`src/rtl/npc_pkg.sv`:
```
package npc_pkg;
  localparam int unsigned NPC_ADDR_W   = 32;
  localparam int unsigned NPC_IMM_W    = 16;
  localparam int unsigned NPC_BYTE_LSB = 2;

  typedef enum logic [1:0] {
    NPC_RESET = 2'd0,
    NPC_HOLD  = 2'd1,
    NPC_STEP  = 2'd2
  } npc_load_e;
endpackage

```
`src/rtl/npc_sext.sv`:
```
module npc_sext #(
  parameter int unsigned IN_W  = 16,
  parameter int unsigned OUT_W = 30
) (
  input  logic [IN_W-1:0]  din,
  output logic [OUT_W-1:0] dout
);
  generate
    if (OUT_W > IN_W) begin : g_widen
      localparam int unsigned PAD_W = OUT_W - IN_W;
      assign dout = {{PAD_W{din[IN_W-1]}}, din};
    end else begin : g_trim
      assign dout = din[OUT_W-1:0];
    end
  endgenerate

  // the upper bits all copy the sign bit
  generate
    if (OUT_W > IN_W) begin : g_chk
      always_comb begin
        p_sign_fill_r6: assert ($countones(dout[OUT_W-1:IN_W-1]) == 0 ||
                                $countones(dout[OUT_W-1:IN_W-1]) == OUT_W-IN_W+1);
      end
    end
  endgenerate
endmodule

```
`src/rtl/npc_opsel.sv`:
```
module npc_opsel #(
  parameter int unsigned W = 30
) (
  input  logic         br_en,
  input  logic         alu_zero,
  input  logic [W-1:0] ext_off,
  output logic         take,
  output logic [W-1:0] operand
);
  assign take = br_en & alu_zero;

  genvar i;
  generate
    for (i = 0; i < W; i++) begin : g_gate
      assign operand[i] = ext_off[i] & take;
    end
  endgenerate

  // only one of the two conditions high yields a zero operand
  always_comb begin
    p_half_cond_r5: assert (!(br_en ^ alu_zero) || operand == '0);
  end
endmodule

```
`src/rtl/npc_adder.sv`:
```
module npc_adder #(
  parameter int unsigned W = 30
) (
  input  logic [W-1:0] a,
  input  logic [W-1:0] b,
  input  logic         cin,
  output logic [W-1:0] sum
);
  logic [W-1:0] cin_vec;
  assign cin_vec = {{(W-1){1'b0}}, cin};
  // carry-out dropped on purpose: addresses wrap
  assign sum = a + b + cin_vec;
endmodule

```
`src/rtl/npc_pcreg.sv`:
```
module npc_pcreg
  import npc_pkg::*;
#(
  parameter int unsigned W          = 30,
  parameter logic [W-1:0] RESET_WORD = '0
) (
  input  logic         clk,
  input  logic         rst,
  input  logic         hold,
  input  logic [W-1:0] d,
  output logic [W-1:0] q
);
  npc_load_e sel;

  always_comb begin
    if (rst)       sel = NPC_RESET;
    else if (hold) sel = NPC_HOLD;
    else           sel = NPC_STEP;
  end

  always_ff @(posedge clk) begin
    case (sel)
      NPC_RESET: q <= RESET_WORD;
      NPC_HOLD:  q <= q;
      default:   q <= d;
    endcase
  end

  // reset wins over hold
  p_reset_load_r1: assert property (@(posedge clk) rst |=> q == RESET_WORD);
  // hold freezes the word counter
  p_hold_freeze_r8: assert property (@(posedge clk) disable iff (rst)
                                     hold |=> $stable(q));
endmodule

```
`src/rtl/npc_unit.sv`:
```
module npc_unit
  import npc_pkg::*;
#(
  parameter int unsigned ADDR_W     = NPC_ADDR_W,
  parameter int unsigned IMM_W      = NPC_IMM_W,
  parameter int unsigned BYTE_LSB   = NPC_BYTE_LSB,
  parameter logic [ADDR_W-BYTE_LSB-1:0] RESET_WORD = '0
) (
  input  logic              clk,
  input  logic              rst,
  input  logic              hold,
  input  logic              br_en,
  input  logic              alu_zero,
  input  logic [IMM_W-1:0]  br_offset,
  output logic [ADDR_W-1:0] imem_addr
);
  localparam int unsigned WORD_W = ADDR_W - BYTE_LSB;
  localparam logic [WORD_W-1:0] ONE_WORD = {{(WORD_W-1){1'b0}}, 1'b1};

  logic [WORD_W-1:0] pc_q;
  logic [WORD_W-1:0] ext_off;
  logic [WORD_W-1:0] operand;
  logic [WORD_W-1:0] pc_next;
  logic              take;

  npc_sext #(.IN_W(IMM_W), .OUT_W(WORD_W)) u_sext (
    .din  (br_offset),
    .dout (ext_off)
  );

  npc_opsel #(.W(WORD_W)) u_opsel (
    .br_en    (br_en),
    .alu_zero (alu_zero),
    .ext_off  (ext_off),
    .take     (take),
    .operand  (operand)
  );

  npc_adder #(.W(WORD_W)) u_add (
    .a   (pc_q),
    .b   (operand),
    .cin (1'b1),
    .sum (pc_next)
  );

  npc_pcreg #(.W(WORD_W), .RESET_WORD(RESET_WORD)) u_pc (
    .clk  (clk),
    .rst  (rst),
    .hold (hold),
    .d    (pc_next),
    .q    (pc_q)
  );

  assign imem_addr = {pc_q, {BYTE_LSB{1'b0}}};

  // no branch taken -> one word forward, wrapping
  p_seq_step_r3: assert property (@(posedge clk) disable iff (rst)
    (!hold && !(br_en && alu_zero)) |=>
      imem_addr[ADDR_W-1:BYTE_LSB] == WORD_W'($past(imem_addr[ADDR_W-1:BYTE_LSB]) + ONE_WORD));

  // taken branch -> one word plus signed offset
  p_taken_target_r4: assert property (@(posedge clk) disable iff (rst)
    (!hold && br_en && alu_zero) |=>
      imem_addr[ADDR_W-1:BYTE_LSB] == WORD_W'($past(imem_addr[ADDR_W-1:BYTE_LSB]) + ONE_WORD +
        WORD_W'($signed($past(br_offset)))));

  // byte offset bits stay zero after reset
  p_aligned_r2: assert property (@(posedge clk) disable iff (rst)
    imem_addr[BYTE_LSB-1:0] == '0);
endmodule

```
`config.mk`:
```
export PLATFORM = sky130hd
export DESIGN_NAME = npc_unit
export DESIGN_NICKNAME = d
export VERILOG_FILES = /design/src/rtl/npc_pkg.sv /design/src/rtl/npc_sext.sv /design/src/rtl/npc_opsel.sv /design/src/rtl/npc_adder.sv /design/src/rtl/npc_pcreg.sv /design/src/rtl/npc_unit.sv
export SDC_FILE = /design/constraint.sdc
export NUM_CORES = 1
export LEC_CHECK = 0
export ABC_CLOCK_PERIOD_IN_PS = 3700
export CAP_MARGIN = 5
export CELL_PAD_IN_SITES_DETAIL_PLACEMENT = 1
export CELL_PAD_IN_SITES_GLOBAL_PLACEMENT = 1
export CORE_MARGIN = 5
export CORE_UTILIZATION = 40
export CTS_CLUSTER_SIZE = 40
export DETAILED_ROUTE_END_ITERATION = 8
export PLACE_DENSITY = 0.88
export SLEW_MARGIN = 15
export SYNTH_ARGS = -nofsm -noshare
export SYNTH_HDL_FRONTEND = slang
export SYNTH_SLANG_ARGS = --single-unit
```
`constraint.sdc`:
```
create_clock -name clk -period 3.7 [get_ports clk]
set_input_delay 0.37 -clock clk [delete_from_list [all_inputs] [get_ports clk]]
set_output_delay 0.37 -clock clk [all_outputs]
set_load 0.01 [all_outputs]
```
After elaboration in Yosys (flattened, before gate mapping)
Cells that the tools add are included.

Multiply operators: 0. Eq/ne operators: 1. Order comparisons: 0. Bitwise logic cells: 17. Divide/modulo/power cells: 0. Shifts and indexed selects: 0. Reduce and logical (&&, ||, !) cells: 1. Add/subtract/negate cells: 2. Mux-type cells: 3.

Operators with widths (number): case mux 30 bit (2 select lines) (1); adder 30 x 1 -> 30 bit, second input constant (1); adder 30 bit (1); bitwise AND 1 bit (17); two-way mux 2 bit (2); == test 2 x 1 -> 1 bit, second input constant (1); zero test 2 bit (1).

Latch bits: 0. Memories: 0. Register bits after elaboration: 30. Bits in read-only memories: 0. Bits in writable memories: 0. Output and inout bits: 32. Logic and storage cells: 25.

Longest topological paths before layout
Gate-level depths: netlist of the first run.

Word-level depth: 5. Gate-level depth with buffers: 11. Gate-level depth less buffers: 10.

Hierarchy
Synthesis of the first run repeated with hierarchy kept, for this count alone.

Cell total of the unflattened synthesis: 370. Area total of the unflattened synthesis: 3330.7 µm².

By module, submodules not included: npc_adder (cells each 235, instances 1, seq. area each 0.0 µm², area each 1720.4 µm²); npc_pcreg (cells each 64, instances 1, seq. area each 900.9 µm², area each 1112.3 µm²); npc_opsel (cells each 37, instances 1, seq. area each 0.0 µm², area each 250.2 µm²); npc_sext (cells each 30, instances 1, seq. area each 0.0 µm², area each 225.2 µm²); npc_unit (cells each 4, instances 1, seq. area each 0.0 µm², area each 22.5 µm²).

Worst setup path before layout of the first run
Ideal clock, no wire load.

Kind: input -> register. Start: input br_en. End: register u_pc.q[24] (data pin). Arrival: 2.538 ns. Stages: 11. Setup time: 0.137 ns. Setup slack: 1.025 ns. Path buffers: 1. Cell sequence: clkbuf_1 nand3_1 ha_1 fa_1 nor2b_1 o2111ai_1 a21oi_1 o21bai_1 a21oi_1 mux2_2 nand4_1.

Cells in the longest elaborated chain, start to end: 5. Elaborated cells between the ends (all ways): 20.

Ends and longest elaborated chain: start, declared (RTL line npc_unit.sv:12) `input logic br_en,`; bitwise AND 1 bit (*) (RTL line npc_opsel.sv:10) `assign take = br_en & alu_zero;`; bitwise AND 1 bit (RTL line npc_opsel.sv:15) `assign operand[i] = ext_off[i] & take;`; adder 30 bit (*) (RTL line npc_adder.sv:12) `assign sum = a + b + cin_vec;`; adder 30 x 1 -> 30 bit (*) (RTL line npc_adder.sv:12); case mux 30 bit (2 select lines) (*) (RTL line npc_pcreg.sv:22) `case (sel)`; end signal, assigned (RTL line npc_pcreg.sv:24) `NPC_HOLD: q <= q;`; end, declared (RTL line npc_pcreg.sv:11) `output logic [W-1:0] q`.

Every way passes the cells marked *; elsewhere a longest branch is shown, timed or not. A chain may end at the register's enable or synchronous reset.

Worst setup path after layout of the first run
Start: input br_en. End: register u_pc.q[25] (data pin).

Same word-level chain as after synthesis.

==> out/qor.yml, run 1 <==
route.met3.wl_um: 504
detail-route-antenna-nets: 0
drcViolationCount: 0
yosysTopAreaCellShare_pct: 30.9
avgRoutedWirePerCell_um: 18.1
dpl_cell_area_um2: 3500
hold_buffers: 0
dp_hpwl_um: 6880
grt_pass1_vias: 3005
first_pass_iters: 4
ys.flop_type: "edfxtp_1"
grt_start_max_net_pins: 31
sw_frac_of_total_pct: 35.9
clk_latency_ps: 290
netSwitchingPower_mw: 0.436
crit_path_max_incr_delay_ps: 470
period_needed_ps: 3210
cp.arrival_ps: 3340
finish.instance_area_um2: 3580
worst_pin_slew_ps: 543
rsz0062_at_grt: "false"
reg_top3: "u_pc.q x30"
synthCells: 356
grt_pass1_wl_um: 14900
skew_ps: 7.67
design_power_total_mw: 1.21
slew_headroom_pct: 63.4
cp_max_fo: 15
met1Wirelength_um: 3940
leakagePower_nw: 1.38
pin_count: 53
overflow: 0
synth_top_area_cell: "edfxtp_1"
htree_levels: 2
rows: 31
area_growth_pct: 23.0
drive_above_1_share_pct: 5.72
antenna_found_initial: 0
hold_viol: 0
core_um2: 7180
post-route-period-util_pct: 86.7
hp-class: "flop to flop"
cts_resized: 0
post_cts_buffers: 0
root_buffer: "clkbuf_8"
num-nets-final: 438
synth_cell_type_count: 53
vdd_ir_drop_max_mv: 0.151
pwr-share-clk_pct: 22.2
clk_path_buf_depth: 2
wl_met2_um: 4480
cts_tree: "yes"
dpl.cell_count: 493
synth_most_common_cell: "nor2_1"
largest_reg_flops: 30
required_ps: 3830
start_util_pct: 40.6
via_count: 2947
synth_area_um2: 2920
status: "finished, final reports clean"
worstSetupPathType: "input port to flop"
finalMaxSlewViolations: 0
highest_layer: "met4"
chipHeight_um: 95.4
ff2ff_setup_slack_ps: 950
power_per_cell_area_nw_per_um2: 339
diodes: 0
cts_made_buffers: 5
dp_worst_setup_slack_ps: 192
max-cap-violations: 0
track_usage_pct: 20.7
cp_slowest_cell: "a221oi_2"
timing.final.ws_setup_ps: 492
gp_congestion: 0.893
setup_viol: 0
p_int_mw: 0.778
path_clk_slew_ps: 70
whs_ps: 832
syn_area_per_cell_um2: 8.19
timing.fmax_mhz: 312
synth_edf_count: 30
port_buffers: 50
ys_top_cells_by_area: "edfxtp_1 (31%), xnor2_1 (6.9%), ha_1 (6.4%), a21oi_1 (5.3%), nor2_1 (5.0%)"
yosys_warnings: 0
path_cells: "clkdlybuf4s50_1 -> buf_4 -> and3_1 -> ha_1 -> nand2_1 -> o21a_1 -> o21ai_0 -> nor3_1 -> a221oi_2 -> nand3_1 -> o31ai_1"
post-route-util_pct: 50.0
final.setup.tns_ps: 0
synth-seq-cells: 30
synth-seq-area-share_pct: 30.9
async_flop_share_pct: 0
initialDrtViolationCount: 132
p_comb_share_pct: 36.2
yosys-top-cells-count: "nor2_1 (39), nand2_1 (33), a21oi_1 (31), edfxtp_1 (30), xnor2_1 (23)"
cts.sinks: 30
endpoint_kind: "flop"
top_register: "u_pc.q"
final_cells: 501
start_kind: "input port"
drt-vias-per-instance: 5.88
seq_power_share_pct: 41.6
dieArea_um2: 9100
die_w_um: 95.4
wl_um: 9090
## layer usage
layer  GRT usage (%)  vias up
met5               0        -
met4            5.81        0
met3            3.55       14
met2            36.4       88
met1            26.0     1448
li1                -     1397
## cell usage in the layout (no fill, tap or decap), types with 2 or more instances in the layout
cell type	synthesis	layout
xor2_1	8	8
o21a_1	3	3
inv_1	5	5
o21bai_1	3	3
edfxtp_1	30	30
and3_1	19	19
or3_1	5	5
nor4_1	4	4
nor2_1	39	39
nor3b_1	6	6
o2111ai_1	3	3
clkbuf_8	0	5
o21ai_0	18	18
nand3_1	17	17
and4_1	2	2
or4_1	3	3
nand2b_1	4	4
nor3_1	13	13
nand4_1	3	3
a21oi_1	31	31
conb_1	1	2
xnor2_1	23	23
a21o_1	8	8
nand2_1	33	33
a211oi_1	2	2
and2_1	4	4
buf_4	2	9
o211ai_1	2	2
nand3b_1	2	2
mux2_2	3	3
o31ai_1	3	3
clkdlybuf4s50_1	0	50
ha_1	15	15
nor2b_1	6	6
## final cells by class
cell class,instances,area (µm²)
multi-input cells,300,1890
clock buffers,6,72.6
inverters,5,18.8
clock inverters,2,8.76
well taps,99,124
flip-flops and latches,30,901
repair buffers,59,568
fillers,874,3590
## worst paths after layout
kind	start	to	cells past startpoint
setup / recovery	br_en	u_pc.q[25]	11
hold / removal	u_pc.q[0]	u_pc.q[0]	3
setup reg to reg	u_pc.q[0]	u_pc.q[28]	10
hold reg to reg	u_pc.q[0]	u_pc.q[0]	3
## cell families after synthesis
family / count (synthesis) / share of synthesized area [%]
adders and majority gates: 17 / 7.51
muxes: 3 / 1.16
and+or+nand+nor: 162 / 28.3
AOI/OAI and AO/OA: 85 / 18.4
xor gates and xnor gates: 31 / 9.31
other: 1 / 0.129
DFF: 30 / 30.9
buffers and inverters: 27 / 4.33
## power groups by stage
stage	combinational (mW)	sequential (mW)	clock, mW
floorplan	0.271	0.492	0
global placement	0.424	0.509	0
detailed placement	0.439	0.511	0
CTS	0.442	0.504	0.275
global route	0.483	0.514	0.285
finish	0.440	0.505	0.269
## critical path: cells and delay by family
family | cells | cell delay, ps
AO/OA/AOI/OAI | 4 | 1260
buffers and inverters | 2 | 670
AND/OR/NAND/NOR | 4 | 620
adder cells (fa/ha/maj) | 1 | 420
(Power assumes the default switching activity.)
==> inputs of run 2 (changes only) <==
CORE_MARGIN = 2   (was 5)
MAX_ROUTING_LAYER = met4   (was not set)
==> run 2 against run 1 <==
Non-clock buffer count up 1. Die area down 12%. Design area up 0.21%. Utilization up 0.38 points. Final cell count up 0.20%. Largest cell class unchanged. Combinational power about the same. Fmax down 0.81%. Critical path depth unchanged. Sequential share of layout area down 0.053 points. Power up 0.40%.
==> out/qor.yml, run 2 (synthesis gave the netlist of run 1 again) <==
status: "finished, final reports clean"
path_cells: "clkdlybuf4s50_1 -> buf_4 -> and3_1 -> ha_1 -> and4_1 -> nand3_1 -> a21oi_1 -> o2111ai_1 -> o21ai_1 -> o21ai_0 -> mux2_2"
grt_pass1_vias: 3004  # -0.033%
path_buf_inv: 2  # unchanged
path_clk_slew_ps: 70  # about the same
period_needed_ps: 3230  # +26.1 ps
slew_headroom_pct: 55.8  # -7.6 points
hold_viol: 0  # unchanged
finalMaxSlewViolations: 0  # unchanged
grt_pass1_wl_um: 14600  # -2.0%
area_growth_pct: 23.2
dieArea_um2: 7990  # -12%
cts.sinks: 30  # unchanged
cp_max_fo: 15  # unchanged
grt_start_max_net_pins: 31  # unchanged
post_cts_buffers: 0  # unchanged
num-nets-final: 439  # +0.23%
leakagePower_nw: 1.38  # +0.31%
clk_latency_ps: 290  # about the same
post-route-period-util_pct: 87.4  # +0.70 points
max-cap-violations: 0  # unchanged
pin_count: 53  # unchanged
dp_hpwl_um: 6900  # +0.15%
setup_viol: 0  # unchanged
dpl_cell_area_um2: 3510  # +0.21%
avgRoutedWirePerCell_um: 18.1  # -0.16%
final_common_cell: "clkdlybuf4s50_1"
drcViolationCount: 0  # unchanged
top_register: "u_pc.q"
endpoint_kind: "flop"
cts_resized: 0  # unchanged
wl_um: 9090  # about the same
die_w_um: 89.4  # -6.3%
clk_path_buf_depth: 2  # unchanged
drt-vias-per-instance: 5.78  # -1.8%
power_per_cell_area_nw_per_um2: 339  # +0.19%
track_usage_pct: 24.3  # +3.6 points
port_buffers: 50  # unchanged
start_util_pct: 40.8  # +0.22 points
finish.instance_area_um2: 3590  # +0.21%
detail-route-antenna-nets: 0  # unchanged
crit_path_max_incr_delay_ps: 450  # -20 ps
worst_pin_slew_ps: 657  # +114 ps
fillCellCount: 886  # +1.4%
first_pass_iters: 4  # unchanged
drive_above_1_share_pct: 5.96  # +0.23 points
cp_slowest_cell: "clkdlybuf4s50_1"
htree_levels: 2  # unchanged
initialDrtViolationCount: 140  # +6.1%
timing.fmax_mhz: 309  # -0.81%
cts_tree: "yes"
rsz0062_at_grt: "false"
hp-class: "flop to flop"
rows: 31  # unchanged
final.setup.tns_ps: 0  # unchanged
start_kind: "input port"
core_um2: 7140  # -0.54%
root_buffer: "clkbuf_8"
cpLargestDelayFamily: "compound AO/OA/AOI/OAI gates"
final_cell_mix: "clkdlybuf4s50_1 (50), nor2_1 (39), nand2_1 (33)"
required_ps: 3750  # -80 ps
hold_buffers: 0  # unchanged
largest_reg_flops: 30  # unchanged
gp_congestion: 0.901  # +0.82%
overflow: 0  # unchanged
worstSetupPathType: "input port to flop"
vdd_ir_drop_max_mv: 0.134  # -11%
via_count: 2901  # -1.6%
skew_ps: 2.46  # -5.22 ps
diodes: 0  # unchanged
cts_made_buffers: 5  # unchanged
cp.arrival_ps: 3280  # -60 ps
reg_top3: "u_pc.q x30"
chipHeight_um: 89.4  # -6.3%
antenna_found_initial: 0  # unchanged
==> run 2: per-layer routing <==
metal / wire length (µm) / vias up / GRT usage [%] / part of all wire, %
met5: 0 / - / - / 0
met4: 116 / 0 / 6.11 / 1.3
met3: 415 / 12 / 3.42 / 4.6
met2: 4560 / 77 / 41.7 / 50
met1: 4000 / 1425 / 30.1 / 44
li1: - / 1387 / - / -
==> run 2: worst register-to-register path: stages (launching register included) <==
cell	delay [ps]
edfxtp_1	350
inv_1	50
ha_1	220
fa_1	390
nor2b_1	210
o2111ai_1	200
a21oi_1	300
o21bai_1	180
a21oi_1	270
mux2_2	370
nand4_1	70
==> run 2: cell type report <==
cell class	instances	area, µm²	share of cell area, %
clock inverters	2	8.76	0.244
flip-flops and latches	30	901	25.1
inverters	5	18.8	0.522
multi-input cells	300	1890	52.7
repair buffers	60	576	16.0
well taps	99	124	3.45
clock buffers	6	72.6	2.02
==> run 2: metrics by stage <==
step                      instances  power, mW  hold WS [ps]  utilization (%)  setup slack [ps]
after floorplan                 357      0.763           699                -              1020
after global placement          494      0.933           766             49.2               274
after detailed placement        494      0.951           810             49.2               190
after CTS                       502       1.22           826             50.3               505
after global routing            502       1.29           872             50.3               267
final                           502       1.22           815             50.3               466
==> run 2: worst paths after layout <==
check / slack (ps) / to / startpoint / cells past startpoint
worst min register to register: 820 / u_pc.q[0] / u_pc.q[0] / 3
worst max-delay path: 470 / u_pc.q[27] / br_en / 11
worst min-delay path: 820 / u_pc.q[0] / u_pc.q[0] / 3
worst max register to register: 970 / u_pc.q[24] / u_pc.q[0] / 10
==> run 2: report_power, final <==
| part | internal, mW | switching [mW] | total (mW) | leakage [nW] |
|---|---|---|---|---|
| logic | 0.216 | 0.224 | 0.440 | 1.01 |
| registers | 0.432 | 0.0745 | 0.507 | 0.328 |
| clock network | 0.129 | 0.142 | 0.272 | 0.0426 |
| total | 0.778 | 0.441 | 1.22 | 1.38 |
